File: src/rtl/fbr_pkg.sv
// Package: shared operation codes and types for the grouped flag register.
// Assumes an instruction byte whose upper nibble selects the operation.
package fbr_pkg;

    localparam logic [3:0] OPC_SET_NIB = 4'b0101;
    localparam logic [3:0] OPC_CLR_NIB = 4'b0001;

    typedef enum logic [1:0] {
        FOP_NONE = 2'd0,
        FOP_SET  = 2'd1,
        FOP_CLR  = 2'd2
    } fop_e;

endpackage

File: src/rtl/fbr_decode.sv
// Module: fbr_decode
// Turns the execute strobe and the instruction byte into an operation and a
// flag index. Assumes the opcode is the 4-bit operation nibble followed by
// an IDX_W-bit flag index.
module fbr_decode
    import fbr_pkg::*;
#(
    parameter int unsigned IDX_W = 4
) (
    input  logic              exec_i,
    input  logic [IDX_W+3:0]  opcode_i,
    output fop_e              op_o,
    output logic [IDX_W-1:0]  idx_o
);

    logic [3:0] op_nib;

    assign op_nib = opcode_i[IDX_W+3:IDX_W];
    assign idx_o  = opcode_i[IDX_W-1:0];

    // Purpose: classify the instruction; anything unknown or not executed is a no-op.
    always_comb begin
        op_o = FOP_NONE;
        if (exec_i) begin
            if (op_nib == OPC_SET_NIB) begin
                op_o = FOP_SET;
            end else if (op_nib == OPC_CLR_NIB) begin
                op_o = FOP_CLR;
            end
        end
    end

endmodule

File: src/rtl/fbr_group.sv
// Module: fbr_group
// Holds one nibble group of flags. It applies a set or clear to the selected
// bit when grp_hit_i is high, and it reports whether the group would be all
// zero once the selected bit is cleared. Assumes GROUP_W is a power of two.
module fbr_group
    import fbr_pkg::*;
#(
    parameter int unsigned GROUP_W = 4,
    localparam int unsigned BSEL_W = (GROUP_W > 1) ? $clog2(GROUP_W) : 1
) (
    input  logic               clk,
    input  logic               rst_n,
    input  logic               grp_hit_i,
    input  fop_e               op_i,
    input  logic [BSEL_W-1:0]  bit_sel_i,
    output logic [GROUP_W-1:0] bits_o,
    output logic               zero_after_clr_o
);

    logic [GROUP_W-1:0] bit_mask;
    logic [GROUP_W-1:0] bits_nxt;

    // Purpose: build a one-hot mask for the selected bit inside the group.
    always_comb begin
        for (int i = 0; i < GROUP_W; i++) begin
            bit_mask[i] = (bit_sel_i == BSEL_W'(i));
        end
    end

    // Purpose: work out the group's next value for a set, a clear, or a hold.
    always_comb begin
        bits_nxt = bits_o;
        if (grp_hit_i) begin
            case (op_i)
                FOP_SET: bits_nxt = bits_o | bit_mask;
                FOP_CLR: bits_nxt = bits_o & ~bit_mask;
                default: bits_nxt = bits_o;
            endcase
        end
    end

    // Purpose: group storage with synchronous active-low reset.
    always_ff @(posedge clk) begin
        if (!rst_n) begin
            bits_o <= '0;
        end else begin
            bits_o <= bits_nxt;
        end
    end

    // Purpose: zero status of the group after the addressed bit is cleared.
    assign zero_after_clr_o = ((bits_o & ~bit_mask) == '0);

endmodule

File: src/rtl/fbr_zsel.sv
// Module: fbr_zsel
// Picks the zero status of the addressed group and raises the zero-flag
// write enable for clear operations only. Assumes one zero bit per group.
module fbr_zsel
    import fbr_pkg::*;
#(
    parameter int unsigned NUM_GROUPS = 4,
    localparam int unsigned GSEL_W = (NUM_GROUPS > 1) ? $clog2(NUM_GROUPS) : 1
) (
    input  fop_e                  op_i,
    input  logic [GSEL_W-1:0]     grp_sel_i,
    input  logic [NUM_GROUPS-1:0] grp_zero_i,
    output logic                  zf_val_o,
    output logic                  zf_we_o
);

    // Purpose: select the zero status of the addressed group.
    always_comb begin
        zf_val_o = 1'b0;
        for (int g = 0; g < NUM_GROUPS; g++) begin
            if (grp_sel_i == GSEL_W'(g)) begin
                zf_val_o = grp_zero_i[g];
            end
        end
    end

    // Purpose: only a clear writes the zero flag.
    assign zf_we_o = (op_i == FOP_CLR);

endmodule

File: src/rtl/flag_bit_reg.sv
// Module: flag_bit_reg
// Top level of the grouped flag register: decode, one storage slice per
// nibble group, and zero-status selection. Assumes NUM_GROUPS and GROUP_W are
// powers of two, so the flag index splits into a group field and a bit field.
module flag_bit_reg
    import fbr_pkg::*;
#(
    parameter int unsigned NUM_GROUPS = 4,
    parameter int unsigned GROUP_W    = 4,
    localparam int unsigned NUM_FLAGS = NUM_GROUPS * GROUP_W,
    localparam int unsigned IDX_W     = $clog2(NUM_FLAGS),
    localparam int unsigned BSEL_W    = (GROUP_W > 1) ? $clog2(GROUP_W) : 1,
    localparam int unsigned GSEL_W    = (NUM_GROUPS > 1) ? $clog2(NUM_GROUPS) : 1
) (
    input  logic                 clk,
    input  logic                 rst_n,
    input  logic                 exec_i,
    input  logic [IDX_W+3:0]     opcode_i,
    output logic [NUM_FLAGS-1:0] flags_o,
    output logic                 zf_val_o,
    output logic                 zf_we_o
);

    fop_e                  op;
    logic [IDX_W-1:0]      idx;
    logic [GSEL_W-1:0]     grp_sel;
    logic [BSEL_W-1:0]     bit_sel;
    logic [NUM_GROUPS-1:0] grp_zero;

    assign bit_sel = idx[BSEL_W-1:0];
    assign grp_sel = idx[IDX_W-1:BSEL_W];

    fbr_decode #(.IDX_W(IDX_W)) u_dec (
        .exec_i   (exec_i),
        .opcode_i (opcode_i),
        .op_o     (op),
        .idx_o    (idx)
    );

    for (genvar g = 0; g < NUM_GROUPS; g++) begin : g_grp
        logic grp_hit;
        assign grp_hit = (grp_sel == GSEL_W'(g));
        fbr_group #(.GROUP_W(GROUP_W)) u_grp (
            .clk              (clk),
            .rst_n            (rst_n),
            .grp_hit_i        (grp_hit),
            .op_i             (op),
            .bit_sel_i        (bit_sel),
            .bits_o           (flags_o[g*GROUP_W +: GROUP_W]),
            .zero_after_clr_o (grp_zero[g])
        );
    end

    fbr_zsel #(.NUM_GROUPS(NUM_GROUPS)) u_zsel (
        .op_i       (op),
        .grp_sel_i  (grp_sel),
        .grp_zero_i (grp_zero),
        .zf_val_o   (zf_val_o),
        .zf_we_o    (zf_we_o)
    );

endmodule

File: config.mk
export PLATFORM = sky130hd
export DESIGN_NAME = flag_bit_reg
export DESIGN_NICKNAME = d
export VERILOG_FILES = /design/src/rtl/fbr_pkg.sv /design/src/rtl/fbr_decode.sv /design/src/rtl/fbr_group.sv /design/src/rtl/fbr_zsel.sv /design/src/rtl/flag_bit_reg.sv
export SDC_FILE = /design/constraint.sdc
export NUM_CORES = 1
export LEC_CHECK = 0
export CORE_ASPECT_RATIO = 1.2
export CORE_MARGIN = 2
export CORE_UTILIZATION = 45
export DETAILED_ROUTE_END_ITERATION = 8
export HOLD_SLACK_MARGIN = 0.06
export PLACE_DENSITY = 0.78
export SLEW_MARGIN = 20
export SYNTH_ARGS = -nofsm -noshare
export SYNTH_HDL_FRONTEND = slang
export SYNTH_SLANG_ARGS = --single-unit
File: constraint.sdc
create_clock -name clk -period 2.9 [get_ports clk]
set_clock_uncertainty 0.2 [all_clocks]
set_input_delay 0.58 -clock clk [delete_from_list [all_inputs] [get_ports clk]]
set_output_delay 0.58 -clock clk [all_outputs]
set_load 0.005 [all_outputs]
# Yosys cells after proc, flatten, opt, wreduce, memory -nomap -nowiden
# Cells that the tools add are included.
[op_classes]
n_mux = 11
multipliers = 0
shift = 0
eq_ne = 10
n_reduce_logical = 11
n_addsub = 0
magnitude_cmp = 0
bitwise = 9
n_div = 0
[op_table]
columns = ["op", "n"]
rows = [
  ["$pmux 4 s2", 4],
  ["$and 4x4->4", 4],
  ["$logic_not 4->1", 4],
  ["$or 4x4->4", 4],
  ["$eq 2x2->1 const B", 5],
  ["$reduce_and 2->1", 4],
  ["$eq 2x1->1 const B", 3],
  ["$mux 2", 3],
  ["$eq 4x1->1 const B", 1],
  ["$eq 4x3->1 const B", 1],
  ["$logic_not 2->1", 2],
  ["$mux 1", 4],
  ["$not 4->4", 1],
  ["$reduce_bool 2->1", 1],
]
[word_totals]
word_cells = 45
ff_bits = 16
output_inout_bits = 18
ram_bits = 0
latchBits = 0
romBits = 0
memories = 0

# Logic depth before layout (Yosys ltp)
# Gate-level depths: netlist (run 1).
[depth]
ltp_word = 8
depth_mapped = 7
mapped_depth_nobuf = 7

# Hierarchy
# From an unflattened synthesis (run 1), not the netlist that was laid out.
[hier_totals]
cells_unflattened = 125
hier_area_um2 = 1079.8
[modules_own_cells]
columns = ["mod", "area_per_inst_um2", "instances", "cells_each"]
rows = [
  ["fbr_group", 241.5, 4, 28],
  ["fbr_decode", 58.8, 1, 7],
  ["fbr_zsel", 28.8, 1, 2],
  ["flag_bit_reg", 26.3, 1, 4],
]

# Worst setup path before layout (run 1)
# No wires, ideal clock.
[synth_timing]
path_kind = "input to register"
startpoint = "input port opcode_i[5]"
endpoint = "register with a tool-made name"
t_arrival_ps = 1998
slack_ps = 585
setup_ps = 116
t_required_ps = 2584
path_stages = 7
path_cell_list = "nor4bb_1 nor2b_1 ha_1 or3_1 nor2_1 nand2_1 o211a_1"
[synth_rtl]
columns = ["element", "line", "rtl"]
rows = [
  ["start: declaration", "flag_bit_reg.sv:18", "input logic [IDX_W+3:0] opcode_i,"],
]

# Worst setup path in the final report (run 1)
[layout_timing]
startpoint = "input port opcode_i[0]"
endpoint = "output port zf_val_o"
[layout_via]
elab_chain_cells = 8
elab_cells_between_ends = 17
cone_classes = "3 x eq/ne; 4 x mux; 5 x bitwise; 5 x reduce/logical"
[layout_rtl]
columns = ["element", "line", "rtl"]
rows = [
  ["$eq 2x1->1 (tied with other cells)", "fbr_group.sv:26", "bit_mask[i] = (bit_sel_i == BSEL_W'(i));"],
  ["$not 4->4 (*)", "fbr_group.sv:52", "assign zero_after_clr_o = ((bits_o & ~bit_mask) == '0);"],
  ["$and 4x4->4", "fbr_group.sv:52", ""],
  ["$logic_not 4->1", "fbr_group.sv:52", ""],
  ["$mux 1 (3 in a row)", "fbr_zsel.sv:21", "if (grp_sel_i == GSEL_W'(g)) begin"],
  ["$mux 1 (*)", "fbr_zsel.sv:21", ""],
  ["end: declaration", "flag_bit_reg.sv:20", "output logic zf_val_o,"],
]
# Every way passes the cells marked *; elsewhere a longest branch is shown, timed or not.

==> results of run 1 <==
==> path summary, 6_finish.rpt <==
| path | start | endpoint | slack, ns | depth (start not counted) |
|---|---|---|---|---|
| setup / recovery | opcode_i[0] | zf_val_o | 0.06 | 8 |
| hold / removal | flip-flop | flip-flop | 0.33 | 1 |
| hold reg to reg | flip-flop | flip-flop | 0.33 | 1 |
| setup reg to reg | flip-flop | flip-flop | 1.99 | 1 |
==> critical path: stages <==
cell	delay, ns
clkdlybuf4s50_1	0.45
buf_4	0.17
nand2_2	0.06
buf_4	0.14
nor3_1	0.05
o31ai_1	0.32
nand4_1	0.16
clkbuf_2	0.14
==> power breakdown <==
group	switching, mW	internal, mW
clock	0.0733	0.0483
combinational	0.0318	0.0406
sequential	0.00110	0.221
total	0.106	0.309
==> metal layers <==
layer  global-route usage, %  vias up  share of wire [%]
met5                       0        -                  0
met2                    41.0       47                 49
li1                        -      472                  -
met4                    7.35        0                3.0
met1                    30.2      460                 41
met3                    2.39       11                7.0
==> synthesized netlist by cell type <==
cell       count  area, um2
or3b_4         2       22.5
o2111ai_1      1       8.76
nor2_4         1       11.3
o32ai_1        1       8.76
clkbuf_2       1       5.00
or2b_1         1       7.51
buf_2          2       10.0
buf_6          1       11.3
o211a_1       16        160
nand3b_1       1       7.51
nand2b_1       2       12.5
or2_1          1       6.26
or2_2          1       6.26
ha_1           1       12.5
buf_4          1       7.51
nor4bb_1       1       10.0
or3_1          1       6.26
a21oi_1        2       10.0
nor2_1         8       30.0
nor2b_1        1       6.26
nand4_1        1       6.26
nor3_1         6       30.0
o31ai_1        3       22.5
clkbuf_1       2       7.51
nand2_2        1       6.26
nor2_2         7       43.8
or2b_2         1       8.76
nand2_1       18       67.6
dfxtp_1       16        320
a211oi_1       5       37.5
==> layout make-up <==
| type | instances | share of cell area [%] |
|---|---|---|
| Multi-Input combinational cell | 83 | 43.5 |
| Timing Repair Buffer | 45 | 29.5 |
| Sequential cell | 16 | 23.6 |
| Tap cell | 19 | 1.75 |
| Clock buffer | 3 | 1.66 |
==> per-stage QoR <==
stage               instance area, um2  setup TNS, ns  cells
floorplan                          911              0    106
global placement                  1270         -0.342    159
detailed placement                1270         -0.497    159
CTS                               1360              0    166
global route                      1360              0    166
finish                            1360              0    166
==> cells by family after synthesis <==
logic type | count (synthesis) | share of synthesized area [%]
buffers and inverters | 7 | 4.53
adders and majority gates | 1 | 1.37
DFF | 16 | 35.2
and+or+nand+nor | 54 | 31.7
AOI/OAI and AO/OA | 28 | 27.2
==> repair_timing <==
action | CTS | global route
endpoints found under the setup margin | 2 | 1
gates resized for setup | 13 | 1
setup buffers | 4 | 0
pin swaps | 6 | 2
==> flow_summary.ini, run 1 <==
[outcome]
status = completed

[synthesis]
syn_area_um2 = 911
ys_seq_area_share_pct = 35.2
syn-num-nets = 118
ys_ff_latch = 16
avgSynthCellArea_um2 = 8.59
yosysWarnings = 0
syn_inst = 106
post_synth_num_cell_types = 30

[timing]
whs_ns = 0.333
layout_min_cycle_time_ns = 2.84
rsz0062_at_grt = false
slew_headroom_pct = 61.4
worst_pin_slew_ns = 0.577
maxSlewViolCount = 0
post-route-period-util_pct = 98.1
fmax_mhz = 352
hold_viol = 0
setup_violations = 0
timing.final.ws_setup_ns = 0.0551

[setup_path]
crit_required_ns = 2.12
endpoint_kind = output pin
critical_path.startpoint_type = input port
crit_type = input port to output pin
path_max_fanout = 6
arrival_ns = 2.06

[pwr]
fin_total_pwr_mw = 0.416
cellPowerDensity_nw_per_um2 = 306
p_leak_nw = 0.697
vdd_ir_drop_max_mv = 0.266

[cts]
worstSkewPairLatency_ns = 0.28
htreeDepth = 1
cts.sinks = 16
cts_buffers = 3
clk_path_buf_depth = 2
cts-root-buf = clkbuf_4
cts_hold_buf = 0
clk_pin_slew_ns = 0.09
tritoncts = yes

[worst_hold_path]
hold_path_class = flip-flop to flip-flop

[route]
wl_um = 2480
drt-vias-per-instance = 5.96
routedWlPerCell_um = 15.0
num_vias = 990
drt_iter0_drc = 12
drc = 0
dr.pass1.iters = 5
drtAntennaViolNets = 0

[placement]
portBuffers = 28
place_ws_ns = -0.333
hpwlAfterDp_um = 1680
place_congestion = 0.809

[global_routing]
antenna_found_initial = 0
grt_pass1_vias = 922
grt_max_degree = 17
grt_pass1_wl_um = 4170
overflow = 0
grt.total_usage_pct = 23.7

[cells_and_area]
finalNetCount = 161
multiInputGateArea_um2 = 589
areaGrowthSynthToFinish_pct = 48.9
drive_above_1_share_pct = 27.2
fillers = 161
regArea_um2 = 320
mostFrequentLayoutCell = clkdlybuf4s50_1
final_cell_mix = 25 x clkdlybuf4s50_1, 18 x nand2_1, 17 x buf_4
antenna_cells = 0
finish.utilization_pct = 72.5

[job]
maxCapViolations = 0

[die]
die_y_um = 53.3
io_pins = 29
rows = 17
coreArea_um2 = 1870
initial_core_util_pct = 48.7
dieWidth_um = 45.1
dieArea_um2 = 2400
Power figures use the tool's default switching activity.
==> run 2, diff against run 1 <==
--- a/config.mk
+++ b/config.mk
@@ -8,6 +8,7 @@
 export CORE_ASPECT_RATIO = 1.2
 export CORE_MARGIN = 2
 export CORE_UTILIZATION = 45
+export CTS_CLUSTER_DIAMETER = 40
 export DETAILED_ROUTE_END_ITERATION = 8
 export HOLD_SLACK_MARGIN = 0.06
 export PLACE_DENSITY = 0.78
==> results of run 2 <==
No change in the layout: final DEF, timing and power equal those of run 1.
